**src/rtl/plug_pkg.sv**
```systemverilog
package plug_pkg;
  typedef enum logic [1:0] {
    PLUG_HEADPHONE = 2'b00,
    PLUG_HEADSET   = 2'b01,
    PLUG_RESERVED  = 2'b10,
    PLUG_NONE      = 2'b11
  } plug_code_e;

  localparam int SEL_W = 2;
endpackage

```
**src/rtl/sense_sync.sv**
```systemverilog
module sense_sync #(
  parameter int          WIDTH   = 2,
  parameter int          STAGES  = 2,
  parameter logic [WIDTH-1:0] RST_VAL = '1
) (
  input  logic             clk,
  input  logic             rst_ni,
  input  logic [WIDTH-1:0] async_i,
  output logic [WIDTH-1:0] sync_o
);
  logic [WIDTH-1:0] stage_q [STAGES];

  genvar g;
  generate
    for (g = 0; g < STAGES; g++) begin : g_stage
      if (g == 0) begin : g_first
        always_ff @(posedge clk or negedge rst_ni) begin
          if (!rst_ni) stage_q[g] <= RST_VAL;
          else         stage_q[g] <= async_i;
        end
      end else begin : g_next
        always_ff @(posedge clk or negedge rst_ni) begin
          if (!rst_ni) stage_q[g] <= RST_VAL;
          else         stage_q[g] <= stage_q[g-1];
        end
      end
    end
  endgenerate

  assign sync_o = stage_q[STAGES-1];
endmodule

```
**src/rtl/plug_classify.sv**
```systemverilog
module plug_classify
  import plug_pkg::*;
(
  input  logic [1:0] code_i,
  output logic [1:0] class_o
);
  always_comb begin
    unique case (code_i)
      2'b00:   class_o = PLUG_HEADPHONE;
      2'b01:   class_o = PLUG_HEADSET;
      default: class_o = PLUG_NONE;
    endcase
  end
endmodule

```
**src/rtl/debounce_timer.sv**
```systemverilog
module debounce_timer
  import plug_pkg::*;
#(
  parameter int BASE_TICKS = 25,
  localparam int MAX_TICKS = BASE_TICKS << 3,
  localparam int CNT_W     = $clog2(MAX_TICKS + 1)
) (
  input  logic             clk,
  input  logic             rst_ni,
  input  logic             tick_i,
  input  logic [SEL_W-1:0] sel_i,
  input  logic [1:0]       class_i,
  output logic [1:0]       state_o,
  output logic             accept_o
);
  logic [1:0]       cand_q, cand_d;
  logic [1:0]       state_q, state_d;
  logic [CNT_W-1:0] cnt_q, cnt_d;
  logic [CNT_W-1:0] lim_q, lim_d;
  logic             cand_en, state_en, cnt_en, lim_en;
  logic [CNT_W-1:0] lim_load;
  logic [CNT_W-1:0] cnt_inc;
  logic             moved, pending, done;

  assign lim_load = CNT_W'(BASE_TICKS) << sel_i;
  assign cnt_inc  = cnt_q + 1'b1;
  assign moved    = (class_i != cand_q);
  assign pending  = !moved && (cand_q != state_q);
  assign done     = pending && tick_i && (cnt_inc == lim_q);

  always_comb begin
    cand_d   = cand_q;
    state_d  = state_q;
    cnt_d    = cnt_q;
    lim_d    = lim_q;
    cand_en  = 1'b0;
    state_en = 1'b0;
    cnt_en   = 1'b0;
    lim_en   = 1'b0;
    if (moved) begin
      cand_d  = class_i;
      cand_en = 1'b1;
      cnt_d   = '0;
      cnt_en  = 1'b1;
      lim_d   = lim_load;
      lim_en  = 1'b1;
    end else if (pending) begin
      if (tick_i) begin
        cnt_en = 1'b1;
        if (done) begin
          state_d  = cand_q;
          state_en = 1'b1;
          cnt_d    = '0;
        end else begin
          cnt_d = cnt_inc;
        end
      end
    end else begin
      cnt_d  = '0;
      cnt_en = 1'b1;
      lim_d  = lim_load;
      lim_en = 1'b1;
    end
  end

  always_ff @(posedge clk or negedge rst_ni) begin
    if (!rst_ni) begin
      cand_q  <= PLUG_NONE;
      state_q <= PLUG_NONE;
      cnt_q   <= '0;
      lim_q   <= CNT_W'(BASE_TICKS);
    end else begin
      if (cand_en)  cand_q  <= cand_d;
      if (state_en) state_q <= state_d;
      if (cnt_en)   cnt_q   <= cnt_d;
      if (lim_en)   lim_q   <= lim_d;
    end
  end

  assign state_o  = state_q;
  assign accept_o = done;
endmodule

```
**src/rtl/change_irq.sv**
```systemverilog
module change_irq (
  input  logic clk,
  input  logic rst_ni,
  input  logic accept_i,
  input  logic read_i,
  input  logic enable_i,
  output logic flag_o,
  output logic irq_no
);
  logic flag_q, flag_d;
  logic irq_q, irq_d;

  always_comb begin
    flag_d = accept_i | (flag_q & ~read_i);
    irq_d  = ~(flag_d & enable_i);
  end

  always_ff @(posedge clk or negedge rst_ni) begin
    if (!rst_ni) begin
      flag_q <= 1'b0;
      irq_q  <= 1'b1;
    end else begin
      flag_q <= flag_d;
      irq_q  <= irq_d;
    end
  end

  assign flag_o = flag_q;
  assign irq_no = irq_q;
endmodule

```
**src/rtl/jack_plug_monitor.sv**
```systemverilog
module jack_plug_monitor
  import plug_pkg::*;
#(
  parameter int BASE_TICKS  = 25,
  parameter int SYNC_STAGES = 2
) (
  input  logic       clk,
  input  logic       rst_n,
  input  logic       ms_tick,
  input  logic [1:0] sense_raw,
  input  logic [1:0] debounce_sel,
  input  logic       irq_enable,
  input  logic       status_rd,
  output logic [1:0] plug_state,
  output logic       change_flag,
  output logic       irq_n
);
  logic       rst_meta_q, rst_int_n;
  logic [1:0] sense_sync_w;
  logic [1:0] sense_class;
  logic       accept_evt;

  always_ff @(posedge clk or negedge rst_n) begin
    if (!rst_n) begin
      rst_meta_q <= 1'b0;
      rst_int_n  <= 1'b0;
    end else begin
      rst_meta_q <= 1'b1;
      rst_int_n  <= rst_meta_q;
    end
  end

  sense_sync #(.WIDTH(2), .STAGES(SYNC_STAGES), .RST_VAL(2'b11)) u_sync (
    .clk    (clk),
    .rst_ni (rst_int_n),
    .async_i(sense_raw),
    .sync_o (sense_sync_w)
  );

  plug_classify u_class (
    .code_i (sense_sync_w),
    .class_o(sense_class)
  );

  debounce_timer #(.BASE_TICKS(BASE_TICKS)) u_timer (
    .clk     (clk),
    .rst_ni  (rst_int_n),
    .tick_i  (ms_tick),
    .sel_i   (debounce_sel),
    .class_i (sense_class),
    .state_o (plug_state),
    .accept_o(accept_evt)
  );

  change_irq u_irq (
    .clk     (clk),
    .rst_ni  (rst_int_n),
    .accept_i(accept_evt),
    .read_i  (status_rd),
    .enable_i(irq_enable),
    .flag_o  (change_flag),
    .irq_no  (irq_n)
  );
endmodule

```
**config.mk**
```make
export PLATFORM = sky130hd
export DESIGN_NAME = jack_plug_monitor
export DESIGN_NICKNAME = d
export VERILOG_FILES = /design/src/rtl/plug_pkg.sv /design/src/rtl/sense_sync.sv /design/src/rtl/plug_classify.sv /design/src/rtl/debounce_timer.sv /design/src/rtl/change_irq.sv /design/src/rtl/jack_plug_monitor.sv
export SDC_FILE = /design/constraint.sdc
export NUM_CORES = 1
export LEC_CHECK = 0
export BUFFER_PORTS_ARGS = -buffer_cell sky130_fd_sc_hd__buf_2
export CORE_MARGIN = 2
export CORE_UTILIZATION = 50
export DETAILED_ROUTE_END_ITERATION = 16
export PLACE_DENSITY_LB_ADDON = 0.1
export RECOVER_POWER = 100
export SETUP_SLACK_MARGIN = 0.1
export SYNTH_ARGS = -nofsm -noshare
export SYNTH_HDL_FRONTEND = slang
export SYNTH_HIERARCHICAL = 1
export SYNTH_SLANG_ARGS = --single-unit
```
**constraint.sdc**
```tcl
create_clock -name clk -period 1.1 [get_ports clk]
set_clock_uncertainty 0.2 [all_clocks]
set_input_delay 0.165 -clock clk [delete_from_list [all_inputs] [get_ports clk]]
set_output_delay 0.165 -clock clk [all_outputs]
set_load 0.02 [all_outputs]
```
==> results by group <==
Clocking
  – Worst-path clk slew: 0.14 ns
  – H-tree level count: 1
  – TritonCTS clock tree: yes
  – Clock sink total: 28
  – Latest clock arrival within the worst-skew pair: 0.32 ns
  – CTS buffer count: 3
  – CTS root buffer: clkbuf_4
  – CTS max path bufs: 2

Status
  – Status: finished, violations left
  – Violated checks: hold timing, setup timing

Timing
  – Fin. max-slew vios: 0
  – Min Hold Slack: -0.1267 ns
  – Final Hold Fails: 4
  – Fin worst setup slack: -1.088 ns
  – Final Setup Violations: 24
  – RSZ-0062 raised after global routing: yes
  – Crit path time final: 2.188 ns
  – Fin crit share: 198.9%
  – TNS Setup: -18.57 ns
  – Peak Freq: 0.4571 GHz

Pwr
  – Pwr dens: 1080 nW/um^2
  – Leak: 0.9346 nW
  – Sw Pwr: 0.0005855 W
  – Pwr Total: 0.002271 W
  – Int Pwr: 0.001685 W
  – Switching fraction of total power: 25.78%
  – Reg power frac: 51.7%
  – Clock power share: 25.2%
  – Gate power share: 23.0%
  – Max VDD drop: 1110 uV

Routing
  – Remaining DRCs: 0
  – Drt first pass iters: 4
  – Post-route ant nets: 0
  – First DRT Iteration DRCs: 30
  – DR WL/cell: 15.18 um
  – Drt total wl: 3.324 mm
  – Vias per Instance: 5.306
  – DR vias: 1,162

Setup path
  – Slowest-stage cell, CP: dfstp_2
  – CP required: 1.12 ns
  – CP startpoint kind: flop
  – WS Path Type: flop to flop
  – CP max FO: 7
  – Crit path buf inv count: 1
  – Critical R2R Launch: u_timer/lim_q[4]$_DFFE_PN1P_
  – Crit path cell chain: xor2_1, xnor2_2, nor4_4, o311ai_4, buf_6, o21bai_4, o211ai_1
  – CP max stage delay: 0.58 ns
  – Critical path startpoint: u_timer/lim_q[4]$_DFFE_PN1P_
  – CP arrival: 2.21 ns
  – CP top delay family: flip-flops
  – CP Capture Type: flop

Synth
  – Main synth FF type: dfrtp_1
  – FF+latch count, synth: 28
  – Proportion of synthesized chip area in sequential cells: 49.40%
  – Most frequent cells after synthesis: nand2_1 (17), dfrtp_1 (16), dfstp_2 (12), xnor2_1 (10), o21ai_0 (7)
  – Synth area leaders: dfrtp_1 (28%), dfstp_2 (22%), xnor2_1 (6.0%)
  – Share of the synthesized area in the top cell type: 27.63%
  – Post-synth EDFFs: 0
  – Synthesis warning total: 6
  – Mapped Area: 1449 sq um
  – Syn Area/Cell: 10.58 sq um
  – Post-Synthesis Cells: 137
  – Post-synth cell types: 37
  – Yosys top cell by area: dfrtp_1
  – Post-synth ARST share: 100.0%
  – Syn nets: 151
  – Most common cell in the netlist: nand2_1

Final layout
  – Fillers: 177
  – Ant diodes: 0
  – P&R area growth vs syn: 45.08%
  – Layout Nets: 203
  – Share of cells above drive strength 1: 53.19%

Hold path
  – Hold Crit Class: input port to flop
  – Min-delay src: debounce_sel[1]

GRT
  – First-pass GRT wire length: 5.361 mm
  – GRT overflow: 0
  – GRT Overall Usage: 21.91%
  – Vias in the first global route: 1,160
  – Pin count of the biggest net entering global routing: 17
  – Initial antenna violation count: 0

Floorplan
  – Core area: 2758 sq um
  – # IOs: 13
  – Die area: 3344 sq um
  – Die span in y: 57.83 um
  – Rows: 19
  – Initial Util: 52.54%
  – Die width: 57.83 um

Flow run
  – Number of max-cap violations: 0

Place
  – PortBufs: 12
  – Routability Congestion: 0.8627
  – Dpl hpwl: 2.283 mm
==> tightest hold or removal path: cells and delay by family <==
| family | cells | cell delay [ns] |
|---|---|---|
| buf+inv | 2 | 0.21 |
| compound gates | 1 | 0.04 |
==> cells by family after synthesis <==
group,share of synthesized area [%]
AO/OA/AOI/OAI,10.97
XOR/XNOR,9.067
adder cells (fa/ha/maj),4.318
buffers and inverters,4.317
flip-flops,49.40
multiplexers,5.440
other,0.2588
AND/OR/NAND/NOR,16.23
==> cells in the final DEF (no fill, tap or decap), types with 2 or more instances in the layout <==
master | netlist | layout
inv_1 | 5 | 5
xnor2_2 | 0 | 4
nor2b_1 | 2 | 2
buf_2 | 2 | 8
buf_4 | 2 | 30
o211ai_1 | 5 | 5
clkbuf_4 | 0 | 3
o22ai_1 | 2 | 2
buf_6 | 0 | 10
dfstp_2 | 12 | 12
nor2_1 | 6 | 2
xor2_1 | 5 | 5
a21oi_2 | 0 | 3
o21ai_0 | 7 | 4
mux2_4 | 0 | 7
o21ai_1 | 2 | 4
nand2_1 | 17 | 16
dfrtp_2 | 0 | 2
ha_1 | 5 | 4
nand3_4 | 0 | 2
or2_4 | 0 | 2
dlygate4sd3_1 | 0 | 5
nor3_1 | 5 | 5
xnor2_1 | 10 | 6
nor4_1 | 2 | 2
dfrtp_1 | 16 | 14
nor2_2 | 0 | 4
clkbuf_2 | 0 | 2
==> stage by stage <==
step,utilization [%],setup slack (ns),instances,cell area (sq um)
final,76.23,-1.088,219,2102
after global routing,76.23,-1.198,219,2102
after CTS,72.73,-1.098,217,2006
after detailed placement,65.47,-1.149,205,1805
after global placement,65.47,-1.085,205,1805
after floorplan,-,-1.117,137,1510
==> worst paths after layout <==
check	end	slack, ns	depth (start not counted)
setup / recovery	u_timer/cnt_q[6]$_DFFE_PN0P_	-1.09	7
hold reg to reg	u_timer/lim_q[5]$_DFFE_PN0P_	0.05	1
max in group asynchronous	rst_int_n$_DFF_PN0_	0.13	3
min in group asynchronous	u_timer/lim_q[5]$_DFFE_PN0P_	0.05	1
setup reg to reg	u_timer/cnt_q[6]$_DFFE_PN0P_	-1.09	7
hold / removal	u_timer/lim_q[4]$_DFFE_PN1P_	-0.13	3
==> final cells by class <==
cell class,instances,area (sq um),share of cell area [%]
flip-flops and latches,28,718.2,34.17
repair buffers,56,457.9,21.79
clock buffers,4,47.55,2.262
well taps,31,38.79,1.845
inverters,5,18.77,0.8929
multi-input cells,95,820.8,39.05
==> per-layer routing <==
layer | GRT usage (%) | routed length, um | vias up
met4 | 9.302 | 93 | 0
met3 | 4.688 | 130 | 9
met1 | 28.19 | 1388 | 559
met5 | 0 | 0 | -
li1 | - | - | 565
met2 | 35.88 | 1712 | 29
==> timing repair <==
item | CTS | global route
setup endpoints to repair | 24 | 25
hold buffers | 5 | 1
endpoints found under the hold margin | 8 | 6
resized for setup | 21 | 18
pin swaps | 5 | 8
cloned | 0 | 0
setup buffers | 3 | 3
==> state kept, by name (all words and copies together), names as in the netlist <==
| register | cells |
|---|---|
| rst_int_n | 1 |
| rst_meta_q | 1 |
| u_irq/flag_o | 1 |
| u_irq/irq_no | 1 |
| u_sync/stage_q | 2 |
| u_sync/sync_o | 2 |
| u_timer/cand_q | 2 |
| u_timer/cnt_q | 8 |
| u_timer/lim_q | 8 |
| u_timer/state_o | 2 |
==> power by group through the flow <==
stage / logic, W / registers (W) / clock network, W
floorplan: 0.000231 / 0.00120 / 0
global placement: 0.000371 / 0.00118 / 0
detailed placement: 0.000384 / 0.00119 / 0
CTS: 0.000454 / 0.00117 / 0.000593
global route: 0.000563 / 0.00119 / 0.000653
finish: 0.000523 / 0.00117 / 0.000573
Note: power is estimated with default switching activity, not from simulation.
